`src/rtl/seccmp_pkg.sv`:
```
// Shared definitions for the redundant equality guard.
// Assumes a 4-bit code word; the two legal words differ in every bit.
package seccmp_pkg;
    localparam int CODE_W  = 4;
    localparam int N_LANES = 4;

    typedef logic [CODE_W-1:0] code_t;

    localparam code_t CODE_PASS = 4'b1010;
    localparam code_t CODE_FAIL = 4'b0101;

    // True when the word is one of the two legal encodings.
    function automatic logic code_legal(code_t c);
        return (c == CODE_PASS) || (c == CODE_FAIL);
    endfunction
endpackage

```
`src/rtl/seccmp_lane.sv`:
```
// One comparison lane: turns operand equality into a code word.
// INVERT selects the complement lane, which works on ~a and ~b through an
// XOR reduction, so its logic shares no structure with the direct lane.
// Assumes the operands are stable for the cycle in which the code is used.
module seccmp_lane
    import seccmp_pkg::*;
#(
    parameter int WIDTH  = 32,
    parameter bit INVERT = 1'b0
) (
    input  logic [WIDTH-1:0] a_i,
    input  logic [WIDTH-1:0] b_i,
    output code_t            code_o
);
    logic match;

    generate
        if (INVERT) begin : g_inv
            logic [WIDTH-1:0] na, nb, diff;
            // Complement both operands and look for any differing bit.
            assign na    = ~a_i;
            assign nb    = ~b_i;
            assign diff  = na ^ nb;
            assign match = ~|diff;
        end else begin : g_direct
            // Straight magnitude-free equality on the true operands.
            assign match = (a_i == b_i);
        end
    endgenerate

    // Expand the single result into a wide-distance word.
    assign code_o = match ? CODE_PASS : CODE_FAIL;
endmodule

```
`src/rtl/seccmp_vote.sv`:
```
// Voter: combines the lane words and the operand-drift flag.
// agree_o is high only when every lane word is legal, all are identical and
// no drift was seen; pass_o then tells whether the common word is a pass.
module seccmp_vote
    import seccmp_pkg::*;
(
    input  code_t lane_i [N_LANES],
    input  logic  drift_i,
    output logic  agree_o,
    output logic  pass_o
);
    // Walk every lane against the first and check legality of each.
    always_comb begin
        agree_o = ~drift_i;
        for (int i = 0; i < N_LANES; i++) begin
            if (!code_legal(lane_i[i]) || (lane_i[i] != lane_i[0])) begin
                agree_o = 1'b0;
            end
        end
        pass_o = agree_o && (lane_i[0] == CODE_PASS);
    end
endmodule

```
`src/rtl/seccmp_top.sv`:
```
// Redundant equality guard: spatially and temporally repeated comparison.
// Edge E0 accepts start and captures the operands; E1 captures them again
// and registers the first-sample lanes and the drift flag; E2 registers the
// second-sample lanes; E3 votes and drives done/verdict/alert/fault.
// Assumes the caller holds the operands steady from E0 through E1.
module seccmp_top
    import seccmp_pkg::*;
#(
    parameter int WIDTH = 32
) (
    input  logic             clk,
    input  logic             rst_n,
    input  logic             start_i,
    input  logic [WIDTH-1:0] opa_i,
    input  logic [WIDTH-1:0] opb_i,
    output logic [3:0]       verdict_o,
    output logic             done_o,
    output logic             alert_o,
    output logic             fault_o
);
    logic             stg1_q, stg2_q, stg3_q;
    logic             busy, accept;
    logic [WIDTH-1:0] s0_a_q, s0_b_q, s1_a_q, s1_b_q;
    logic             drift_q;
    code_t            pri0_c, red0_c, pri1_c, red1_c;
    code_t            pri0_q, red0_q, pri1_q, red1_q;
    code_t            lanes [N_LANES];
    logic             agree, pass;
    code_t            verdict_q;
    logic             done_q, alert_q, fault_q;

    assign busy   = stg1_q | stg2_q | stg3_q;
    assign accept = start_i & ~busy;

    // Three-stage valid pipeline tracking one comparison in flight.
    always_ff @(posedge clk) begin
        if (!rst_n) begin
            stg1_q <= 1'b0;
            stg2_q <= 1'b0;
            stg3_q <= 1'b0;
        end else begin
            stg1_q <= accept;
            stg2_q <= stg1_q;
            stg3_q <= stg2_q;
        end
    end

    // Capture the first and second operand samples and detect drift.
    always_ff @(posedge clk) begin
        if (!rst_n) begin
            s0_a_q  <= '0;
            s0_b_q  <= '0;
            s1_a_q  <= '0;
            s1_b_q  <= '0;
            drift_q <= 1'b0;
        end else begin
            if (accept) begin
                s0_a_q <= opa_i;
                s0_b_q <= opb_i;
            end
            if (stg1_q) begin
                s1_a_q  <= opa_i;
                s1_b_q  <= opb_i;
                drift_q <= (opa_i != s0_a_q) || (opb_i != s0_b_q);
            end
        end
    end

    // Four lanes: direct and complement, on each of the two samples.
    seccmp_lane #(.WIDTH(WIDTH), .INVERT(1'b0)) u_pri0 (.a_i(s0_a_q), .b_i(s0_b_q), .code_o(pri0_c));
    seccmp_lane #(.WIDTH(WIDTH), .INVERT(1'b1)) u_red0 (.a_i(s0_a_q), .b_i(s0_b_q), .code_o(red0_c));
    seccmp_lane #(.WIDTH(WIDTH), .INVERT(1'b0)) u_pri1 (.a_i(s1_a_q), .b_i(s1_b_q), .code_o(pri1_c));
    seccmp_lane #(.WIDTH(WIDTH), .INVERT(1'b1)) u_red1 (.a_i(s1_a_q), .b_i(s1_b_q), .code_o(red1_c));

    // Register every lane word separately so no lane shares a flop.
    always_ff @(posedge clk) begin
        if (!rst_n) begin
            pri0_q <= CODE_FAIL;
            red0_q <= CODE_FAIL;
            pri1_q <= CODE_FAIL;
            red1_q <= CODE_FAIL;
        end else begin
            pri0_q <= pri0_c;
            red0_q <= red0_c;
            pri1_q <= pri1_c;
            red1_q <= red1_c;
        end
    end

    assign lanes[0] = pri0_q;
    assign lanes[1] = red0_q;
    assign lanes[2] = pri1_q;
    assign lanes[3] = red1_q;

    seccmp_vote u_vote (
        .lane_i  (lanes),
        .drift_i (drift_q),
        .agree_o (agree),
        .pass_o  (pass)
    );

    // Release the verdict in the done cycle and latch any fault.
    always_ff @(posedge clk) begin
        if (!rst_n) begin
            verdict_q <= CODE_FAIL;
            done_q    <= 1'b0;
            alert_q   <= 1'b0;
            fault_q   <= 1'b0;
        end else begin
            done_q    <= stg3_q;
            alert_q   <= stg3_q & ~agree;
            fault_q   <= fault_q | (stg3_q & ~agree);
            verdict_q <= (stg3_q && pass && !fault_q) ? CODE_PASS : CODE_FAIL;
        end
    end

    assign verdict_o = verdict_q;
    assign done_o    = done_q;
    assign alert_o   = alert_q;
    assign fault_o   = fault_q;
endmodule

```
`config.mk`:
```
export PLATFORM = sky130hd
export DESIGN_NAME = seccmp_top
export DESIGN_NICKNAME = d
export VERILOG_FILES = /design/src/rtl/seccmp_pkg.sv /design/src/rtl/seccmp_lane.sv /design/src/rtl/seccmp_vote.sv /design/src/rtl/seccmp_top.sv
export SDC_FILE = /design/constraint.sdc
export NUM_CORES = 1
export LEC_CHECK = 0
export ABC_AREA = 1
export BUFFER_PORTS_ARGS = -buffer_cell sky130_fd_sc_hd__clkbuf_2
export CORE_MARGIN = 3
export CORE_UTILIZATION = 40
export CTS_CLUSTER_SIZE = 30
export DETAILED_ROUTE_END_ITERATION = 8
export SYNTH_ARGS = -nofsm -noshare
export SYNTH_HDL_FRONTEND = slang
export SYNTH_SLANG_ARGS = --single-unit
```
`constraint.sdc`:
```
create_clock -name clk -period 1.3 [get_ports clk]
set_clock_uncertainty 0.05 [all_clocks]
set_input_delay 0.065 -clock clk [delete_from_list [all_inputs] [get_ports clk]]
set_output_delay 0.065 -clock clk [all_outputs]
set_load 0.01 [all_outputs]
```
==> results.md, run 1 <==
| Step | Quantity | Value |
|---|---|---|
| die | Total number of placement rows | 46 |
| drt | Wire length per cell | 17.1 um |
| finish | Growth of design area from synthesis to finish | 39.4% |
| flow run | Max_cap viols | 0 |
| finish | Number of diodes | 0 |
| min path | Worst hold-check path type | in2reg |
| yosys | Count of yosys warnings during synthesis | 0 |
| worst setup path | Endpoint of the lowest-slack register-to-register path | drift_q |
| finish | Post-route design area | 9090 um2 |
| placement | Count of port buffers added during placement | 73 |
| yosys | Synth Area per Inst | 7.11 um2 |
| timing | Slew margin rel. | 72.8% |
| placement | Post-place instance area | 7420 um2 |
| yosys | Number of synthesized register bits | 141 |
| power and ir drop | Leakage Power | 0.00404 uW |
| placement | Dpl ws | -0.131 ns |
| worst setup path | Startpoint-to-endpoint class of the critical path | reg2reg |
| grt | Aggregate global-route resource usage | 24.2% |
| yosys | Unique masters post-synth | 29 |
| placement | Final weighted congestion of routability-driven global placement | 0.900 |
| drt | Via Count | 6,678 |
| cts | Clock Tree Buf Depth | 2 |
| worst setup path | Worst setup path start | s0_a_q[18] |
| drt | DRT antenna net count | 0 |
| outcome | Status | finished with violations |
| yosys | Yosys top cell by area | dfxtp_1 |
| timing | Min Clock Period, post-route | 1.35 ns |
| worst setup path | CP Launch Type | register |
| drt | Iteration count of the initial detailed-routing pass | 5 |
| min path | Endpoint of the worst hold-timing path | s0_a_q[14] |
| cts | Root buf cell | clkbuf_16 |
| grt | Maximum number of pins on one net before global-route repair | 84 |
| yosys | Portion of the post-synthesis area used by sequential elements | 43.3% |
| die | Overall die area | 17,900 um2 |
| cts | Total clock buffers created by CTS | 17 |
| min path | Startpoint of the worst hold path | opa_i[14] |
| die | Die span in x | 134 um |
| worst setup path | Worst Reg2Reg Path Length in Cells | 7 |
| cts | CTS H-tree lvls | 4 |
| finish | Nets | 1,156 |
| worst setup path | R2R Path Start | s0_a_q[18] |
| worst setup path | Crit path max fanout | 5 |
| die | Number of I/O pins | 74 |
| timing | Slack of the critical path | -0.0499 ns |
| drt | DRC violations left | 0 |
| yosys | Main area contributors after synthesis | dfxtp_1 (43%), o21ai_0 (11%), nand2_1 (8.4%), a21oi_1 (8.1%), inv_1 (6.7%) |
| worst setup path | Category of the worst setup path capture point | register |
| timing | Final Cycle Share | 104% |
| timing | Hold WS | -0.0128 ns |
| drt | Overall routed net length | 22,600 um |
| power and ir drop | Power density cells | 1330 nW/um2 |
| cts | Clock latency on the worst-skew pair | 0.42 ns |
| worst setup path | Worst endpoint required time | 1.55 ns |
| cts | Sinks on the clock net | 141 |
| placement | Inst Count DP | 1,217 |
| min path | Number of instances on the worst hold path | 4 |
| outcome | Violations in the final reports | negative hold slack, negative setup slack |
| timing | Setup violation total in the final timing report | 3 |
| timing | Final hold viol count | 1 |
| timing | Upper clock frequency limit | 0.741 GHz |
| die | Starting Density | 40.9% |
| power and ir drop | Total Power | 12,100 uW |
| timing | Final Slew Violations | 0 |
| worst setup path | FF-to-FF setup slack | -0.05 ns |
| finish | Number of cells in the finished layout apart from fillers | 1,316 |
| drt | DRC violation total after the first TritonRoute iteration | 634 |
| yosys | Number of instances in the synthesized netlist | 917 |
| yosys | Area share of the leading cell type in the synthesized netlist | 43.3% |
| grt | Via count of the first global-routing pass | 6,208 |
| timing | RSZ-0062 raised after global routing | true |
| worst setup path | Arrival time reported for the critical path endpoint | 1.60 ns |
| die | Die outline height | 134 um |
| yosys | Post-Syn Area | 6520 um2 |
| drt | DR vias/cell | 5.07 |
| yosys | Post-Synthesis Net Count | 985 |
| grt | First-pass GRT wire length | 33,200 um |
| placement | Placed wire-length estimate after detailed placement | 15,500 um |
| cts | Clock-pin slew of the registers on the worst-case setup and hold paths | 0.06 ns |
| die | Core footprint | 15,900 um2 |
| finish | Layout cells sized above 1 | 25.9% |
| cts | CTS tree | built |
| power and ir drop | Peak ir drop on the vdd network | 0.00100 V |
| grt | Initial antenna violation count | 0 |
| grt | Global route overflow | 0 |
| timing | Transition at the pin with the smallest max-transition slack | 0.408 ns |
synthesized netlist by cell type:
cell,number
nand4_1,4
or2_2,1
o22ai_1,25
nor2_1,104
nor3b_1,1
o211ai_1,1
clkbuf_1,24
nand2_1,146
inv_1,116
a22oi_1,1
buf_6,8
clkbuf_2,3
o21ai_1,11
buf_1,1
nand3_1,8
nor3_1,5
buf_2,5
buf_4,4
and3_1,2
nand3b_1,2
xnor2_1,35
ha_1,1
inv_4,2
xor2_1,12
o221ai_1,1
o21ai_0,146
dfxtp_1,141
a21oi_1,106
and2_1,1
cells in the final DEF, fill, tap and decap left out, types with 11 or more instances in the layout:
cell	count
o21ai_2	14
clkbuf_16	21
clkbuf_2	72
xnor2_1	23
nand2_2	11
buf_4	47
inv_1	98
o21ai_0	92
xnor2_2	11
inv_2	17
dfxtp_2	37
dlygate4sd3_1	62
nand2_1	135
o21ai_1	51
xor2_1	11
nor2_1	91
a21oi_1	105
dfxtp_1	101
nor2_2	12
o22ai_1	25
registers in the layout, summed over array words and instances, names as in the netlist:
| name | flops |
|---|---|
| done_o | 1 |
| pri1_q | 2 |
| s0_b_q | 32 |
| verdict_o | 2 |
| s1_b_q | 32 |
| stg3_q | 1 |
| s1_a_q | 32 |
| pri0_q | 2 |
| stg2_q | 1 |
| alert_o | 1 |
| drift_q | 1 |
| s0_a_q | 32 |
| fault_o | 1 |
| stg1_q | 1 |
how the worst max path moves through the flow:
stage                             to  slack (ns)
after floorplan           s0_a_q[29]      -0.002
after global placement     pri0_q[2]       -0.12
after detailed placement   pri0_q[2]       -0.13
after CTS                    drift_q       -0.02
after global routing         drift_q       -0.11
final                        drift_q       -0.05
worst max-delay path: stages, from the launching register on:
cell and delay [ns]:
dfxtp_1 0.39, o22ai_1 0.12, nor2_1 0.20, nand2_1 0.09, nor2_1 0.11, nand3_1 0.11, nor2_1 0.12, nor2_1 0.05
per-layer routing:
| layer | vias to the layer above | share of wire (%) | global-route usage (%) | wire (um) |
|---|---|---|---|---|
| met3 | 37 | 6.7 | 6.04 | 1520 |
| met2 | 200 | 45 | 37.2 | 10100 |
| met5 | - | 0 | 0 | 0 |
| met1 | 3112 | 46 | 33.3 | 10400 |
| li1 | 3329 | - | - | - |
| met4 | 0 | 2.1 | 8.23 | 479 |
power by group:
part	leakage, uW	switching (uW)	internal, uW
combinational	0.00258	1340	1100
clock	0.000283	1840	2870
sequential	0.00118	298	4680
total	0.00404	3480	8650
metrics by stage:
| stage | TNS, ns | util, % |
|---|---|---|
| 2_1_floorplan | -0.00198 | - |
| 3_3_place_gp | -0.466 | 46.5 |
| 6_report | -0.103 | 57.0 |
| 3_5_place_dp | -0.462 | 46.5 |
| 4_1_cts | -0.0328 | 54.8 |
| 5_1_grt | -1.84 | 57.0 |
final cells by class:
type	count	area [um2]
clock buffers	25	505
clock inverters	6	58.8
fillers	1505	6850
inverters	118	455
multi-input cells	613	3270
flip-flops and latches	141	2880
well taps	216	270
repair buffers	197	1650
kinds of logic (layout without fill, tap and decap cells):
kind of cell / Yosys count / after routing / synth area share (%)
and+or+nand+nor: 274 / 274 / 16.5
xor gates and xnor gates: 47 / 47 / 6.31
buffers and inverters: 163 / 346 / 10.8
adders and majority gates: 1 / 1 / 0.192
AOI/OAI and AO/OA: 291 / 291 / 22.9
DFF: 141 / 141 / 43.3
what timing repair did:
item | in CTS | in global routing
pin swaps | 27 | 39
setup endpoints to repair | 5 | 55
gates cloned | 0 | 5
buffers inserted | 0 | 3
hold buffers | 62 | 0
endpoints found under the hold margin | 117 | 0
resized for setup | 57 | 128
No activity file was read; power rests on OpenSTA's default activity.
==> inputs of run 2 (changes only) <==
--- a/config.mk
+++ b/config.mk
@@ -9,6 +9,7 @@
 export BUFFER_PORTS_ARGS = -buffer_cell sky130_fd_sc_hd__clkbuf_2
 export CORE_MARGIN = 3
 export CORE_UTILIZATION = 40
+export CTS_BUF_LIST = sky130_fd_sc_hd__clkbuf_16
 export CTS_CLUSTER_SIZE = 30
 export DETAILED_ROUTE_END_ITERATION = 8
 export SYNTH_ARGS = -nofsm -noshare
==> run 2 against run 1 <==
Against the previous run: the run still ends with negative hold slack, negative setup slack left; via count down 0.61%; setup slack worse by 0.018 ns; non-clock buffer count unchanged; sequential cell count unchanged; register-to-register slack worse by 0.02 ns; total power down 2.9%; cell count unchanged.
==> results.md, run 2 (synthesis results as in run 1) <==
| Step | Quantity | Value |
|---|---|---|
| placement | Placed wire-length estimate after detailed placement | 15,500 um |
| grt | Initial antenna violation count | 0 |
| min path | Worst hold-check path type | in2reg |
| drt | Wire length per cell | 17.0 um |
| worst setup path | Worst endpoint required time | 1.55 ns |
| timing | Setup violation total in the final timing report | 3 |
| worst setup path | Startpoint-to-endpoint class of the critical path | reg2reg |
| drt | DRC violation total after the first TritonRoute iteration | 607 |
| min path | Number of instances on the worst hold path | 4 |
| drt | Amount of wire on met2 after detailed routing | 10,200 um |
| cts | Root buf cell | clkbuf_16 |
| power and ir drop | Peak ir drop on the vdd network | 0.00100 V |
| timing | Final hold viol count | 1 |
| worst setup path | Cell-by-cell listing of the critical path | o22ai_1, nor2_1, nand2_1, nor2_1, nand3_1, nor2_1, nor2_1 |
| finish | Number of diodes | 0 |
| worst setup path | Category of the worst setup path capture point | register |
| die | Total number of placement rows | 46 |
| min path | Endpoint of the worst hold-timing path | s0_a_q[14] |
| finish | Layout cells sized above 1 | 25.4% |
| timing | Final Slew Violations | 0 |
| placement | Post-place instance area | 7420 um2 |
| cts | Clock-pin slew of the registers on the worst-case setup and hold paths | 0.06 ns |
| die | Overall die area | 17,900 um2 |
| worst setup path | Crit path max fanout | 5 |
| timing | Slew margin rel. | 72.7% |
| cts | Clock Tree Buf Depth | 2 |
| outcome | Status | finished with violations |
| finish | Nets | 1,156 |
| drt | DRT antenna net count | 0 |
| grt | Global route overflow | 0 |
| placement | Final weighted congestion of routability-driven global placement | 0.900 |
| cts | Clock latency on the worst-skew pair | 0.42 ns |
| finish | Number of cells in the finished layout apart from fillers | 1,316 |
| drt | DR vias/cell | 5.04 |
| finish | Growth of design area from synthesis to finish | 38.6% |
| die | Die outline height | 134 um |
| timing | Upper clock frequency limit | 0.731 GHz |
| worst setup path | Arrival time reported for the critical path endpoint | 1.62 ns |
| power and ir drop | Leakage Power | 0.00402 uW |
| drt | Highest Signal Layer | met4 |
| timing | Transition at the pin with the smallest max-transition slack | 0.409 ns |
| drt | Iteration count of the initial detailed-routing pass | 5 |
| grt | First-pass GRT wire length | 33,100 um |
| worst setup path | CP dominant cell by count | nor2_1 |
| placement | Inst Count DP | 1,217 |
| cts | CTS tree | built |
| worst setup path | CP Launch Type | register |
| drt | Via Count | 6,637 |
| timing | RSZ-0062 raised after global routing | true |
| drt | Routed length on met3 | 1640 um |
| flow run | Max_cap viols | 0 |
| finish | Post-route design area | 9040 um2 |
| cts | CTS H-tree lvls | 4 |
| finish | Core Util, Final | 56.7% |
| grt | Aggregate global-route resource usage | 24.1% |
| timing | Hold WS | -0.00817 ns |
| worst setup path | Worst Reg2Reg Path Length in Cells | 7 |
| worst setup path | Endpoint of the lowest-slack register-to-register path | drift_q |
| grt | Maximum number of pins on one net before global-route repair | 84 |
| die | Die span in x | 134 um |
| placement | Count of port buffers added during placement | 73 |
| drt | Overall routed net length | 22,400 um |
| power and ir drop | Power density cells | 1300 nW/um2 |
| drt | Wire length on met1 | 10,200 um |
| cts | Total clock buffers created by CTS | 17 |
| timing | Final Cycle Share | 105% |
| min path | Startpoint of the worst hold path | opa_i[14] |
| finish | Commonest cells after routing, fill and taps aside | nand2_1 (135), a21oi_1 (105), dfxtp_1 (102), inv_1 (101), o21ai_0 (94) |
| worst setup path | FF-to-FF setup slack | -0.07 ns |
| worst setup path | Slowest cell on the critical path | dfxtp_1 |
| timing | Slack of the critical path | -0.0676 ns |
| drt | DRC violations left | 0 |
| finish | Most common cell after layout, fill and taps aside | nand2_1 |
| cts | Sinks on the clock net | 141 |
| timing | Min Clock Period, post-route | 1.37 ns |
| outcome | Violations in the final reports | negative hold slack, negative setup slack |
| grt | Via count of the first global-routing pass | 6,175 |
| die | Number of I/O pins | 74 |
| die | Core footprint | 15,900 um2 |
| die | Starting Density | 40.9% |
| worst setup path | Max stage delay on crit path | 0.39 ns |
| worst setup path | R2R Path Start | s0_a_q[18] |
[run 2: cell count changes in the layout (fill, tap and decap cells not counted), sizes merged]
cell / before / now
clkbuf: 101 / 93
clkinv: 5 / 10
inv: 118 / 121
[run 2: stage by stage]
stage	hold WS [ns]	power, uW	worst slack, ns	TNS, ns
floorplan	0.150	6130	-0.00198	-0.00198
global placement	0.298	6950	-0.122	-0.466
detailed placement	0.300	6960	-0.131	-0.462
CTS	0.00362	11500	-0.0160	-0.0361
global route	0.0196	12300	-0.111	-1.84
finish	-0.00817	11800	-0.0676	-0.0987
[run 2: cell type report]
class	instances	area [um2]
Timing Repair Buffer	197	1650
Fill cell	1527	6910
Multi-Input combinational cell	613	3270
Tap cell	216	270
Clock buffer	17	425
Clock inverter	14	88.8
Inverter	118	455
Sequential cell	141	2880
[run 2: how the worst max path moves through the flow]
| stage | startpoint | endpoint | slack [ns] | depth (start not counted) |
|---|---|---|---|---|
| 2_1_floorplan | stg1_q | s0_a_q[29] | -0.002 | 8 |
| 3_3_place_gp | s0_b_q[29] | pri0_q[2] | -0.12 | 5 |
| 3_5_place_dp | s0_b_q[29] | pri0_q[2] | -0.13 | 5 |
| 4_1_cts | s0_b_q[10] | drift_q | -0.02 | 11 |
| 5_1_grt | s0_b_q[4] | drift_q | -0.11 | 7 |
| 6_report | s0_a_q[18] | drift_q | -0.07 | 7 |
[run 2: what timing repair did]
action | in CTS | in global routing
pin swaps | 26 | 39
cloned | 0 | 5
endpoints found under the hold margin | 117 | 0
setup buffers | 0 | 3
resized for setup | 55 | 127
hold buffers | 62 | 0
setup endpoints to repair | 5 | 55
[run 2: routing by layer]
metal  up-vias  track usage [%]
li1       3332                -
met1      3056             33.5
met2       215             37.0
met3        34             6.04
met4         0             7.94
met5         -                0
[run 2: power breakdown]
part | leakage, uW | internal (uW) | switching, uW | total, uW
Combinational | 0.00258 | 1100 | 1340 | 2440
Clock | 0.000267 | 2550 | 1820 | 4360
Sequential | 0.00118 | 4680 | 299 | 4980
[run 2: worst max-delay path, delay by kind of cell (launching register included)]
kind | cells | cell delay (ns)
DFF | 1 | 0.39
AOI/OAI and AO/OA | 1 | 0.13
and+or+nand+nor | 6 | 0.68
==> inputs of run 3 (changes only) <==
--- a/config.mk
+++ b/config.mk
@@ -10,8 +10,10 @@
 export CORE_MARGIN = 3
 export CORE_UTILIZATION = 40
 export CTS_BUF_LIST = sky130_fd_sc_hd__clkbuf_16
+export CTS_CLUSTER_DIAMETER = 40
 export CTS_CLUSTER_SIZE = 30
 export DETAILED_ROUTE_END_ITERATION = 8
+export RECOVER_POWER = 25
 export SYNTH_ARGS = -nofsm -noshare
 export SYNTH_HDL_FRONTEND = slang
 export SYNTH_SLANG_ARGS = --single-unit
==> constraint.sdc (replaced) <==
create_clock -name clk -period 1.3 [get_ports clk]
set_clock_uncertainty 0.05 [all_clocks]
set_input_delay 0.065 -clock clk [delete_from_list [all_inputs] [get_ports clk]]
set_output_delay 0.065 -clock clk [all_outputs]
set_load 0.1 [all_outputs]
==> run 3 against run 2 <==
Against the previous run: the run ends with negative setup slack left; sequential cell count did not move; sequential power about the same; non-clock buffer count grew 18; critical path depth is 1 lower; wire length increased by 1.7%; clock-buffer cell count unchanged; die area is the same; global-route usage increased by 0.33 points; sequential share of layout area fell by 0.55 points; register-to-register slack about the same.
==> results.md, run 3 (synthesis results as in run 1) <==
| Step | Quantity | Value |
|---|---|---|
| cts | Total clock buffers created by CTS | 17 |
| grt | Global route overflow | 0 |
| die | Die outline height | 134 um |
| worst setup path | Cell-by-cell listing of the critical path | inv_4, and3_4, buf_12, clkbuf_16, o21ai_2, a21oi_1 |
| worst setup path | WP buf/inv | 3 |
| drt | Via Count | 6,725 |
| placement | Placed wire-length estimate after detailed placement | 15,400 um |
| power and ir drop | Leakage Power | 0.00410 uW |
| cts | CTS H-tree lvls | 4 |
| worst setup path | Worst Reg2Reg Path Length in Cells | 6 |
| timing | Slack of the critical path | -0.0709 ns |
| placement | Final weighted congestion of routability-driven global placement | 0.895 |
| timing | Hold WS | 0.00404 ns |
| timing | Final hold viol count | 0 |
| worst setup path | Arrival time reported for the critical path endpoint | 1.67 ns |
| die | Number of I/O pins | 74 |
| finish | Layout filler cell count | 1,531 |
| outcome | Status | finished with violations |
| grt | Aggregate global-route resource usage | 24.5% |
| drt | Overall routed net length | 22,800 um |
| power and ir drop | Peak ir drop on the vdd network | 0.000974 V |
| min path | Worst hold-check path type | in2reg |
| worst setup path | R2R Path Start | stg1_q |
| cts | Clock latency on the worst-skew pair | 0.42 ns |
| placement | Count of port buffers added during placement | 73 |
| grt | First-pass GRT wire length | 33,700 um |
| worst setup path | Startpoint-to-endpoint class of the critical path | reg2reg |
| timing | Setup violation total in the final timing report | 45 |
| flow run | Max_cap viols | 0 |
| drt | DRC violations left | 0 |
| finish | Most common cell after layout, fill and taps aside | nand2_1 |
| cts | Clock Tree Buf Depth | 2 |
| cts | CTS tree | built |
| timing | Upper clock frequency limit | 0.729 GHz |
| worst setup path | Endpoint of the lowest-slack register-to-register path | s0_a_q[18] |
| cts | Sinks on the clock net | 141 |
| timing | Final Cycle Share | 105% |
| worst setup path | Worst setup path start | stg1_q |
| drt | DR vias/cell | 5.04 |
| grt | Maximum number of pins on one net before global-route repair | 79 |
| die | Overall die area | 17,900 um2 |
| worst setup path | Max stage delay on crit path | 0.37 ns |
| drt | Iteration count of the initial detailed-routing pass | 5 |
| cts | Clock-pin slew of the registers on the worst-case setup and hold paths | 0.06 ns |
| worst setup path | Worst endpoint required time | 1.60 ns |
| grt | Via count of the first global-routing pass | 6,294 |
| finish | Commonest cells after routing, fill and taps aside | nand2_1 (138), inv_1 (112), dfxtp_1 (111), a21oi_1 (104), o21ai_0 (100) |
| drt | DRC violation total after the first TritonRoute iteration | 558 |
| timing | Transition at the pin with the smallest max-transition slack | 0.782 ns |
| finish | Nets | 1,174 |
| worst setup path | Slowest cell on the critical path | dfxtp_4 |
| die | Starting Density | 40.9% |
| timing | Final Slew Violations | 0 |
| timing | Slew margin rel. | 47.8% |
| worst setup path | CP Launch Type | register |
| drt | DRT antenna net count | 0 |
| timing | RSZ-0062 raised after global routing | true |
| finish | Layout cells sized above 1 | 25.0% |
| worst setup path | FF-to-FF setup slack | -0.07 ns |
| worst setup path | Crit path max fanout | 7 |
| cts | Root buf cell | clkbuf_16 |
| drt | Wire length per cell | 17.1 um |
| power and ir drop | Power density cells | 1270 nW/um2 |
| grt | Initial antenna violation count | 0 |
| worst setup path | Critical path capture point | s0_a_q[18] |
| worst setup path | Number of stages on the worst setup path | 6 |
| die | Die span in x | 134 um |
| placement | Dpl ws | -0.0788 ns |
| worst setup path | Top cell family by delay on the critical path | flip-flops |
| timing | Min Clock Period, post-route | 1.37 ns |
| die | Core footprint | 15,900 um2 |
| finish | Growth of design area from synthesis to finish | 40.5% |
| die | Total number of placement rows | 46 |
| worst setup path | Category of the worst setup path capture point | register |
| timing | Final-layout setup total negative slack | -1.16 ns |
| outcome | Violations in the final reports | negative setup slack |
| finish | Number of diodes | 0 |
run 3: final cells by class:
| class | instances | area [um2] | area share, % |
|---|---|---|---|
| clock inverter | 15 | 68.8 | 0.751 |
| timing repair buffer | 215 | 1810 | 19.8 |
| inverter | 118 | 453 | 4.94 |
| clock buffer | 17 | 425 | 4.64 |
| multi-input combinational | 613 | 3260 | 35.6 |
| tap | 216 | 270 | 2.95 |
| sequential | 141 | 2870 | 31.3 |
run 3: per-stage QoR:
| stage | utilization [%] | instance area [um2] | power (uW) | std cells |
|---|---|---|---|---|
| after global placement | 46.8 | 7470 | 6980 | 1226 |
| after CTS | 54.7 | 8720 | 11300 | 1323 |
| after detailed placement | 46.8 | 7470 | 6980 | 1226 |
| after floorplan | - | 6540 | 6130 | 917 |
| final | 57.5 | 9160 | 11600 | 1335 |
| after global routing | 57.5 | 9160 | 12100 | 1335 |
run 3: worst min-delay path, cell delays in order:
cell and delay, ns:
clkbuf_2 0.16, o21ai_1 0.15, a21oi_1 0.05
run 3: worst min path at each step:
stage / end / startpoint / slack (ns) / cells after the start
global placement: s0_b_q[27] / opb_i[27] / 0.30 / 3
global route: s0_b_q[2] / opb_i[2] / 0.001 / 3
finish: s0_b_q[2] / opb_i[2] / 0.004 / 3
floorplan: s0_b_q[12] / opb_i[12] / 0.15 / 2
CTS: s1_a_q[4] / rst_n / 0.006 / 4
detailed placement: s0_a_q[7] / opa_i[7] / 0.30 / 3
run 3: where the power goes:
group	switching [uW]	internal (uW)	total, uW
Sequential	275	4670	4950
Clock	1790	2350	4140
Combinational	1370	1150	2530
run 3: repair_timing:
item	CTS	global route
hold buffers	63	0
setup buffers	1	7
gates resized for setup	31	130
endpoints found under the hold margin	118	0
setup endpoints to repair	37	71
gates cloned	1	7
pin swaps	5	40
run 3: metal layers:
layer,routed length (um),GRT usage [%],part of all wire [%]
met1,10100,33.6,44
met2,10500,39.2,46
met3,1810,4.80,7.9
met4,354,7.20,1.6
met5,0,0,0
